File: src/rtl/acq_ctl_pkg.sv
package acq_ctl_pkg;

    localparam int DW       = 8;
    localparam int N_EVT    = 3;
    localparam int B_EXT    = 4;
    localparam int B_ARM    = 5;
    localparam int B_POST   = 6;
    localparam int B_PACE   = 7;
    localparam int B_MODE   = 4;
    localparam int RB_MODE  = 3;

    typedef struct packed {
        logic pacer_fast;
        logic post_mode;
        logic armed;
    } sticky_t;

    typedef struct packed {
        logic    mode;
        logic    extend;
        sticky_t sticky;
    } cfg_t;

    function automatic int pulse_cycles(input int clk_mhz, input int pulse_ns);
        return (clk_mhz * pulse_ns + 999) / 1000;
    endfunction

    function automatic int cnt_width(input int n);
        return $clog2(n + 1);
    endfunction

    function automatic logic [DW-1:0] pack_readback(input cfg_t c,
                                                    input logic [N_EVT-1:0] f);
        logic [DW-1:0] r;
        r                 = '0;
        r[N_EVT-1:0]      = f;
        r[RB_MODE]        = c.mode;
        r[B_EXT]          = c.extend;
        r[B_PACE:B_ARM]   = c.sticky;
        return r;
    endfunction

endpackage

File: src/rtl/acq_clr_timer.sv
module acq_clr_timer #(
    parameter int CYC = 188,
    parameter int W   = 8
) (
    input  logic clk,
    input  logic rst,
    input  logic start,
    output logic active
);
    logic [W-1:0] cnt_q;

    always_ff @(posedge clk) begin
        if (rst) begin
            cnt_q <= '0;
        end else if (start) begin
            cnt_q <= W'(CYC);
        end else if (cnt_q != '0) begin
            cnt_q <= cnt_q - 1'b1;
        end
    end

    assign active = (cnt_q != '0);
endmodule

File: src/rtl/acq_event_ff.sv
module acq_event_ff (
    input  logic clk,
    input  logic rst,
    input  logic set_evt,
    input  logic clr_now,
    output logic flag
);
    always_ff @(posedge clk) begin
        if (rst) begin
            flag <= 1'b0;
        end else if (clr_now) begin
            flag <= 1'b0;
        end else if (set_evt) begin
            flag <= 1'b1;
        end
    end
endmodule

File: src/rtl/acq_cfg_regs.sv
module acq_cfg_regs
    import acq_ctl_pkg::*;
(
    input  logic          clk,
    input  logic          rst,
    input  logic          mode_wr,
    input  logic          ctl_wr,
    input  logic [DW-1:0] wdata,
    output cfg_t          cfg
);
    cfg_t cfg_q, cfg_d;

    always_comb begin
        cfg_d = cfg_q;
        if (mode_wr) begin
            cfg_d.mode = wdata[B_MODE];
        end
        if (ctl_wr && cfg_q.mode) begin
            cfg_d.extend = wdata[B_EXT];
        end
        if (ctl_wr && cfg_q.extend) begin
            cfg_d.sticky = sticky_t'(wdata[B_PACE:B_ARM]);
        end
    end

    always_ff @(posedge clk) begin
        if (rst) begin
            cfg_q <= '0;
        end else begin
            cfg_q <= cfg_d;
        end
    end

    assign cfg = cfg_q;
endmodule

File: src/rtl/acq_ctl_reg.sv
module acq_ctl_reg
    import acq_ctl_pkg::*;
#(
    parameter int CLK_MHZ  = 125,
    parameter int PULSE_NS = 1500
) (
    input  logic         clk,
    input  logic         rst,
    input  logic         ctl_sel,
    input  logic         mode_sel,
    input  logic         wr_en,
    input  logic [7:0]   wr_data,
    input  logic [2:0]   evt_set,
    output logic [2:0]   clr_pulse,
    output logic [2:0]   evt_flag,
    output logic         armed,
    output logic         post_mode,
    output logic         pacer_fast,
    output logic [7:0]   rd_data
);
    localparam int PULSE_CYC = pulse_cycles(CLK_MHZ, PULSE_NS);
    localparam int CNT_W     = cnt_width(PULSE_CYC);

    logic             ctl_wr;
    logic             mode_wr;
    logic [N_EVT-1:0] clr_cmd;
    logic [N_EVT-1:0] clr_active;
    logic [N_EVT-1:0] flag_q;
    cfg_t             cfg;

    assign ctl_wr  = ctl_sel  & wr_en;
    assign mode_wr = mode_sel & wr_en;
    assign clr_cmd = {N_EVT{ctl_wr}} & wr_data[N_EVT-1:0];

    acq_cfg_regs u_cfg (
        .clk     (clk),
        .rst     (rst),
        .mode_wr (mode_wr),
        .ctl_wr  (ctl_wr),
        .wdata   (wr_data),
        .cfg     (cfg)
    );

    for (genvar i = 0; i < N_EVT; i++) begin : g_evt
        acq_clr_timer #(
            .CYC (PULSE_CYC),
            .W   (CNT_W)
        ) u_tmr (
            .clk    (clk),
            .rst    (rst),
            .start  (clr_cmd[i]),
            .active (clr_active[i])
        );

        acq_event_ff u_ff (
            .clk     (clk),
            .rst     (rst),
            .set_evt (evt_set[i]),
            .clr_now (clr_cmd[i] | clr_active[i]),
            .flag    (flag_q[i])
        );
    end

    assign clr_pulse  = clr_active;
    assign evt_flag   = flag_q;
    assign armed      = cfg.sticky.armed;
    assign post_mode  = cfg.sticky.post_mode;
    assign pacer_fast = cfg.sticky.pacer_fast;
    assign rd_data    = pack_readback(cfg, flag_q);
endmodule

File: config.mk
export PLATFORM = sky130hd
export DESIGN_NAME = acq_ctl_reg
export DESIGN_NICKNAME = d
export VERILOG_FILES = /design/src/rtl/acq_ctl_pkg.sv /design/src/rtl/acq_clr_timer.sv /design/src/rtl/acq_event_ff.sv /design/src/rtl/acq_cfg_regs.sv /design/src/rtl/acq_ctl_reg.sv
export SDC_FILE = /design/constraint.sdc
export NUM_CORES = 1
export LEC_CHECK = 0
export ABC_AREA = 1
export BUFFER_PORTS_ARGS = -buffer_cell sky130_fd_sc_hd__buf_4
export CAP_MARGIN = 20
export CORE_UTILIZATION = 55
export DETAILED_ROUTE_END_ITERATION = 10
export PLACE_DENSITY = 0.75
export SYNTH_ARGS = -nofsm -noshare
export SYNTH_HDL_FRONTEND = slang
export SYNTH_SLANG_ARGS = --single-unit
File: constraint.sdc
create_clock -name clk -period 1.6 [get_ports clk]
set_input_delay 0.24 -clock clk [delete_from_list [all_inputs] [get_ports clk]]
set_output_delay 0.24 -clock clk [all_outputs]
set_load 0.01 [all_outputs]
==> results of run 1 <==
==> where the power goes <==
group          internal, uW  switching (uW)
clock network           209             271
registers              1120             290
logic                  1120            1540
==> layer usage <==
| layer | track usage | up-vias | share of wire |
|---|---|---|---|
| met5 | 0 | - | 0 |
| li1 | - | 830 | - |
| met3 | 0.04545 | 5 | 0.037 |
| met4 | 0.06977 | 0 | 0.014 |
| met2 | 0.3444 | 25 | 0.50 |
| met1 | 0.2383 | 692 | 0.45 |
==> placed cells by master (no fill, tap or decap), types with 4 or more instances in the layout <==
master    count
nand3_1      19
buf_4        38
a21oi_1      18
nand2_2       7
o21ai_0       5
nand3_2      11
nor2_4        5
a21oi_2       9
dfxtp_1      30
inv_1        19
o21ai_1       4
nand2_1      43
clkbuf_4      5
inv_2        13
nor2_1       23
==> critical path, stage by stage (launching register included) <==
cell and delay (ns):
dfxtp_2 0.35, inv_2 0.05, ha_2 0.19, nand2_2 0.08, nor2_4 0.13, nand3_4 0.07
buf_4 0.15
==> per-stage QoR <==
stage | util | setup WS, ns | std cells | hold WS [ns]
6_report | 0.6868 | 0.01515 | 319 | 0.1250
5_1_grt | 0.6868 | -0.05984 | 319 | 0.1230
4_1_cts | 0.6736 | -0.02140 | 314 | 0.1141
3_5_place_dp | 0.6480 | 0.1839 | 305 | 0.4648
3_3_place_gp | 0.6480 | 0.1966 | 305 | 0.4580
2_1_floorplan | - | 0.2539 | 244 | 0.3694
==> path summary, 6_finish.rpt <==
kind / start / to / slack [ns] / cells past startpoint
min: evt_set[2] / g_evt[2].u_ff.flag / 0.12 / 3
min reg2reg: g_evt[1].u_tmr.cnt_q[0] / g_evt[1].u_tmr.cnt_q[0] / 0.45 / 1
max: g_evt[1].u_tmr.cnt_q[0] / clr_pulse[1] / 0.02 / 6
max reg2reg: g_evt[1].u_tmr.cnt_q[0] / g_evt[1].u_tmr.cnt_q[0] / 0.18 / 8
==> sequential cells by signal (all words and copies together), names as in the netlist <==
signal	flops
g_evt.u_tmr.cnt_q	24
g_evt.u_ff.flag	3
u_cfg.cfg	5
==> cells by family (layout without fill, tap and decap cells) <==
family / after synthesis / after routing
xor+xnor: 2 / 2
simple gates: 120 / 120
buf+inv: 48 / 79
compound gates: 37 / 37
fa+ha+maj: 5 / 5
flops: 32 / 32
==> area by class of cell <==
type / count / share of cell area
Sequential cell: 32 / 0.3005
Tap cell: 44 / 0.02563
Inverter: 33 / 0.05882
Clock inverter: 2 / 0.004659
Clock buffer: 6 / 0.02388
Timing Repair Buffer: 38 / 0.1328
Multi-Input combinational cell: 164 / 0.4537
==> repair_timing <==
item,in CTS,in global routing
pin swaps,1,5
gates cloned,0,0
buffers inserted,1,5
gates resized for setup,5,6
setup endpoints to repair,3,3
==> impl_results.md, run 1 <==
* Status: finished clean
* Footprint of the multi-input gates at approximately 1000 um^2
* Total Wirelength at between 3 and 4 mm
* Mapped cell area at 1849 um^2
* GRT Resource Usage Total at 0.1984
* Cell taking the most area after synthesis: dfxtp_1
* Root buf cell: clkbuf_4
* Largest net degree at the start of global routing at 21
* Unrepaired setup endpoints after global routing: yes
* Setup TNS Final at 0 ns
* Largest family of logic cells by synthesized area: simple AND/OR/NAND/NOR gates
* Hold Path Class: primary input to flop
* # setup viols final at 0
* Setup Skew at around 0.01 ns
* Total CTS buffers at 5
* Detailed Routing Iterations Pass 1 at 4
* Vias per cell at 4.865
* Initial antenna violation count at 0
* Synth Area in Simple Gates at 0.3593
* Dpl cell area at 2027 um^2
* Post-Syn Nets at approximately 270
* Top cells by area, synth: dfxtp_1 (35%), nand2_1 (8.7%), nand3_2 (6.0%), nand3_1 (5.1%), a21oi_1 (4.9%)
* Row count at 20
* Seq cells post-synth at 32
* Crit path DAT at between 1 and 1.5 ns
* Hold Vio Cnt, Final at 0
* Worst Path Max Fanout at 4
* Ys flop type: dfxtp_1
* Post-synth top area share at 0.3464
* Most numerous cell in the Yosys netlist: nand2_1
* Port Buffers at 31
* Routed WL per cell at approximately 10 um
* Via count at roughly 1,600
* Leakage at roughly 0.0010 uW
* Worst setup SP type: flop
* Syn_area_per_cell at 7.579 um^2
* First-pass GRT wire length at about 5.3 mm
* DP HPWL at ~2.5 mm
* Post-route antenna net violation count at 0
* Seq. cell area at 645.6 um^2
* Nets@finish at between 200 and 300
* Final Slew Violations at 0
* GRT overflow at 0
* Yosys warnings at 0
* Clock latency at the later pin of the worst-skew pair at approximately 0.33 ns
* Synth Area in Adders at 0.03383
* Fin crit share at 0.9905
* CTS tree: built
* Clock Tree Buf Depth at 2
* Ant. Diodes at 0
* Fin crit period at around 1.6 ns
* Max-Cap Viols at 0
* DRC at 0
* Die height at 59.99 um
* CP required at about 1.4 ns
* Initial DRC Count at 39
* Post-synth EDFFs at 0
* Compound-Gate Fraction of Synth Area at 0.1191
* Crit path kind: flop to output pin
* Routability cong. at 0.8271
* Sequential area share after synthesis at 0.3464
* Core area at ~3100 um^2
* IO Count at 33
* Mux cell area share after synthesis at 0
* Pwr/cell area at around 2100 nW/um^2
* Slew margin rel. at 0.8262
* Peak supply drop at about 1.1 mV
* Number of fillers in the final layout at approximately 270
* Synth unique cells at 26
* Cells after Synth at 244
* Fraction of synthesis flops using an asynchronous set or reset pin at 0
* Peak Freq at roughly 0.63 GHz
* DIE WIDTH at 59.99 um
* Worst Tran Pin Value at 0.2598 ns
* Overall Power at roughly 4600 uW
* Final instance area at around 2100 um^2
* Vias in the first global route at between 1,000 and 1,500
* Syn-to-layout area delta at 16.17%
* Xor and xnor area share after synthesis at 0.009472
* Clock Sinks at 32
* Commonest cells post-synth: nand2_1 (43), dfxtp_1 (32), inv_1 (24)
* Share of cells above drive strength 1 at 0.3818
* CTS clock-pin slew for the worst setup and hold paths at approximately 0.10 ns
* Die ar. at 3598 um^2
* # H-tree levels at 2
* Post-CTS Hold Fix Bufs at 0
* Initial Utilization at 0.5912
* Worst Setup End Kind: output pin
No activity file was read; power rests on OpenSTA's default activity.
==> inputs of run 2 (changes only) <==
--- a/config.mk
+++ b/config.mk
@@ -8,6 +8,7 @@
 export ABC_AREA = 1
 export BUFFER_PORTS_ARGS = -buffer_cell sky130_fd_sc_hd__buf_4
 export CAP_MARGIN = 20
+export CORE_ASPECT_RATIO = 0.8
 export CORE_UTILIZATION = 55
 export DETAILED_ROUTE_END_ITERATION = 10
 export PLACE_DENSITY = 0.75
==> impl_results.md, run 2 (same netlist as run 1, synthesis figures left out) <==
* Initial Utilization at 0.5865
* Pwr/cell area at 2160 nW/um^2
* Setup Skew at 0.003127 ns
* GRT Resource Usage Total at 0.2037
* Post-CTS Hold Fix Bufs at 0
* Worst path slowest cell: dfxtp_2
* Clock latency at the later pin of the worst-skew pair at 0.28 ns
* Vias per cell at about 5
* Leakage at between 0.001 and 0.0015 uW
* Row count at 18
* Crit path kind: flop to output pin
* Overall Power at 4621 uW
* Initial antenna violation count at 0
* Max-Cap Viols at 0
* Root buf cell: clkbuf_8
* Share of cells above drive strength 1 at 0.3593
* Port Buffers at 31
* First-pass GRT wire length at between 5 and 6 mm
* CP required at 1.36 ns
* Crit path DAT at ~1.3 ns
* Die ar. at 3600 um^2
* Combinational power share at 0.569
* Reg power frac at 0.306
* Vias in the first global route at about 1,300
* IO Count at 33
* Status: finished clean
* Worst Tran Pin Value at approximately 0.25 ns
* Clock Sinks at 32
* Max reg flops at 24
* CTS clock-pin slew for the worst setup and hold paths at roughly 0.060 ns
* Setup TNS Final at 0 ns
* Largest net degree at the start of global routing at 21
* Detailed Routing Iterations Pass 1 at 4
* Post-route antenna net violation count at 0
* Peak supply drop at 1.255 mV
* DP HPWL at roughly 2.5 mm
* Final Slew Violations at 0
* CTS tree: built
* Fin crit period at 1.570 ns
* Most common cell after layout, fill and taps aside: nand2_1
* Syn-to-layout area delta at 15.70%
* Worst Setup End Kind: output pin
* Routed WL per cell at ~11 um
* Routability cong. at about 0.79
* # setup viols final at 0
* Buf/Inv on CP at 2
* Largest Register: g_evt.u_tmr.cnt_q
* Die height at 53.87 um
* Worst setup SP type: flop
* Commonest cells after routing, fill and taps aside: nand2_1 (43), buf_4 (34), dfxtp_1 (30), nor2_1 (23), inv_1 (21)
* Sw frac at 0.4650
* Cell Chain, Critical Path: inv_1 -> ha_4 -> nand2_2 -> nor2_4 -> nand3_4 -> buf_4
* Footprint of the multi-input gates at 984.7 um^2
* Slew margin rel. at 0.8333
* Initial DRC Count at 67
* DIE WIDTH at about 67 um
* Hold Path Class: primary input to flop
* Sw Pwr at between 2000 and 2500 uW
* Via count at approximately 1,500
* GRT overflow at 0
* Hold Vio Cnt, Final at 0
* Unrepaired setup endpoints after global routing: yes
* Clock Tree Buf Depth at 2
* CP delay by family, top: flip-flops
* Nets@finish at between 200 and 300
* Worst Path Max Fanout at 4
* Max stage delay on crit path at approximately 0.33 ns
* Total Wirelength at around 3.5 mm
* P_int at between 2000 and 2500 uW
* Core area at ~3200 um^2
* Clock power share at 0.125
* Total CTS buffers at 5
* Fin crit share at 0.9816
* DRC at 0
* Seq. cell area at 645.6 um^2
* Number of fillers in the final layout at roughly 280
* # H-tree levels at 2
* Peak Freq at ~0.64 GHz
* Ant. Diodes at 0
## run 2: repair_timing
item	in CTS	in global routing
resized for setup	2	8
buffers inserted	1	1
setup endpoints to repair	3	3
pin swaps	0	2
## run 2: layout make-up
| class | count | share of cell area |
|---|---|---|
| Inverter | 33 | 0.05906 |
| Multi-Input combinational cell | 164 | 0.4602 |
| Timing Repair Buffer | 34 | 0.1193 |
| Sequential cell | 32 | 0.3018 |
| Tap cell | 40 | 0.02339 |
| Clock buffer | 6 | 0.03392 |
| Clock inverter | 1 | 0.002339 |
## run 2: metrics by stage
| step | hold WS, ns | worst slack, ns | util | std cells | area, um^2 |
|---|---|---|---|---|---|
| 4_1_cts | 0.1745 | 0.001784 | 0.6706 | 309 | 2115 |
| 2_1_floorplan | 0.3694 | 0.2539 | - | 244 | 1849 |
| 6_report | 0.1823 | 0.02951 | 0.6786 | 310 | 2140 |
| 3_5_place_dp | 0.4634 | 0.1944 | 0.6413 | 301 | 2022 |
| 3_3_place_gp | 0.4589 | 0.2060 | 0.6413 | 301 | 2022 |
| 5_1_grt | 0.1874 | -0.03456 | 0.6786 | 310 | 2140 |
## run 2: routing by layer
| layer | up-vias | GRT usage | part of all wire |
|---|---|---|---|
| met4 | 0 | 0.07447 | 0.0052 |
| met1 | 689 | 0.2558 | 0.47 |
| li1 | 818 | - | - |
| met5 | - | 0 | 0 |
| met2 | 28 | 0.3199 | 0.48 |
| met3 | 2 | 0.07627 | 0.044 |
## run 2: power groups by stage
stage	sequential [uW]	clock (uW)	combinational (uW)
finish	1420	576	2630
global route	1460	627	2950
CTS	1390	593	2550
detailed placement	1410	0	2480
global placement	1400	0	2430
floorplan	1350	0	2210
## run 2: worst reg2reg max path, stage by stage, from the launching register on
cell and delay [ns]:
dfxtp_2 0.33, inv_1 0.11, ha_4 0.16, nand2_2 0.06, nor2_4 0.16, nand3_4 0.08, buf_4 0.20, o21ai_0 0.20
a21oi_2 0.04
## run 2: path summary, 6_finish.rpt
kind,start,to,slack [ns],depth (start not counted)
max,g_evt[1].u_tmr.cnt_q[0],clr_pulse[1],0.03,6
min,evt_set[2],g_evt[2].u_ff.flag,0.18,3
max reg2reg,g_evt[1].u_tmr.cnt_q[0],g_evt[1].u_tmr.cnt_q[1],0.15,8
min reg2reg,g_evt[1].u_tmr.cnt_q[0],g_evt[1].u_tmr.cnt_q[0],0.44,1
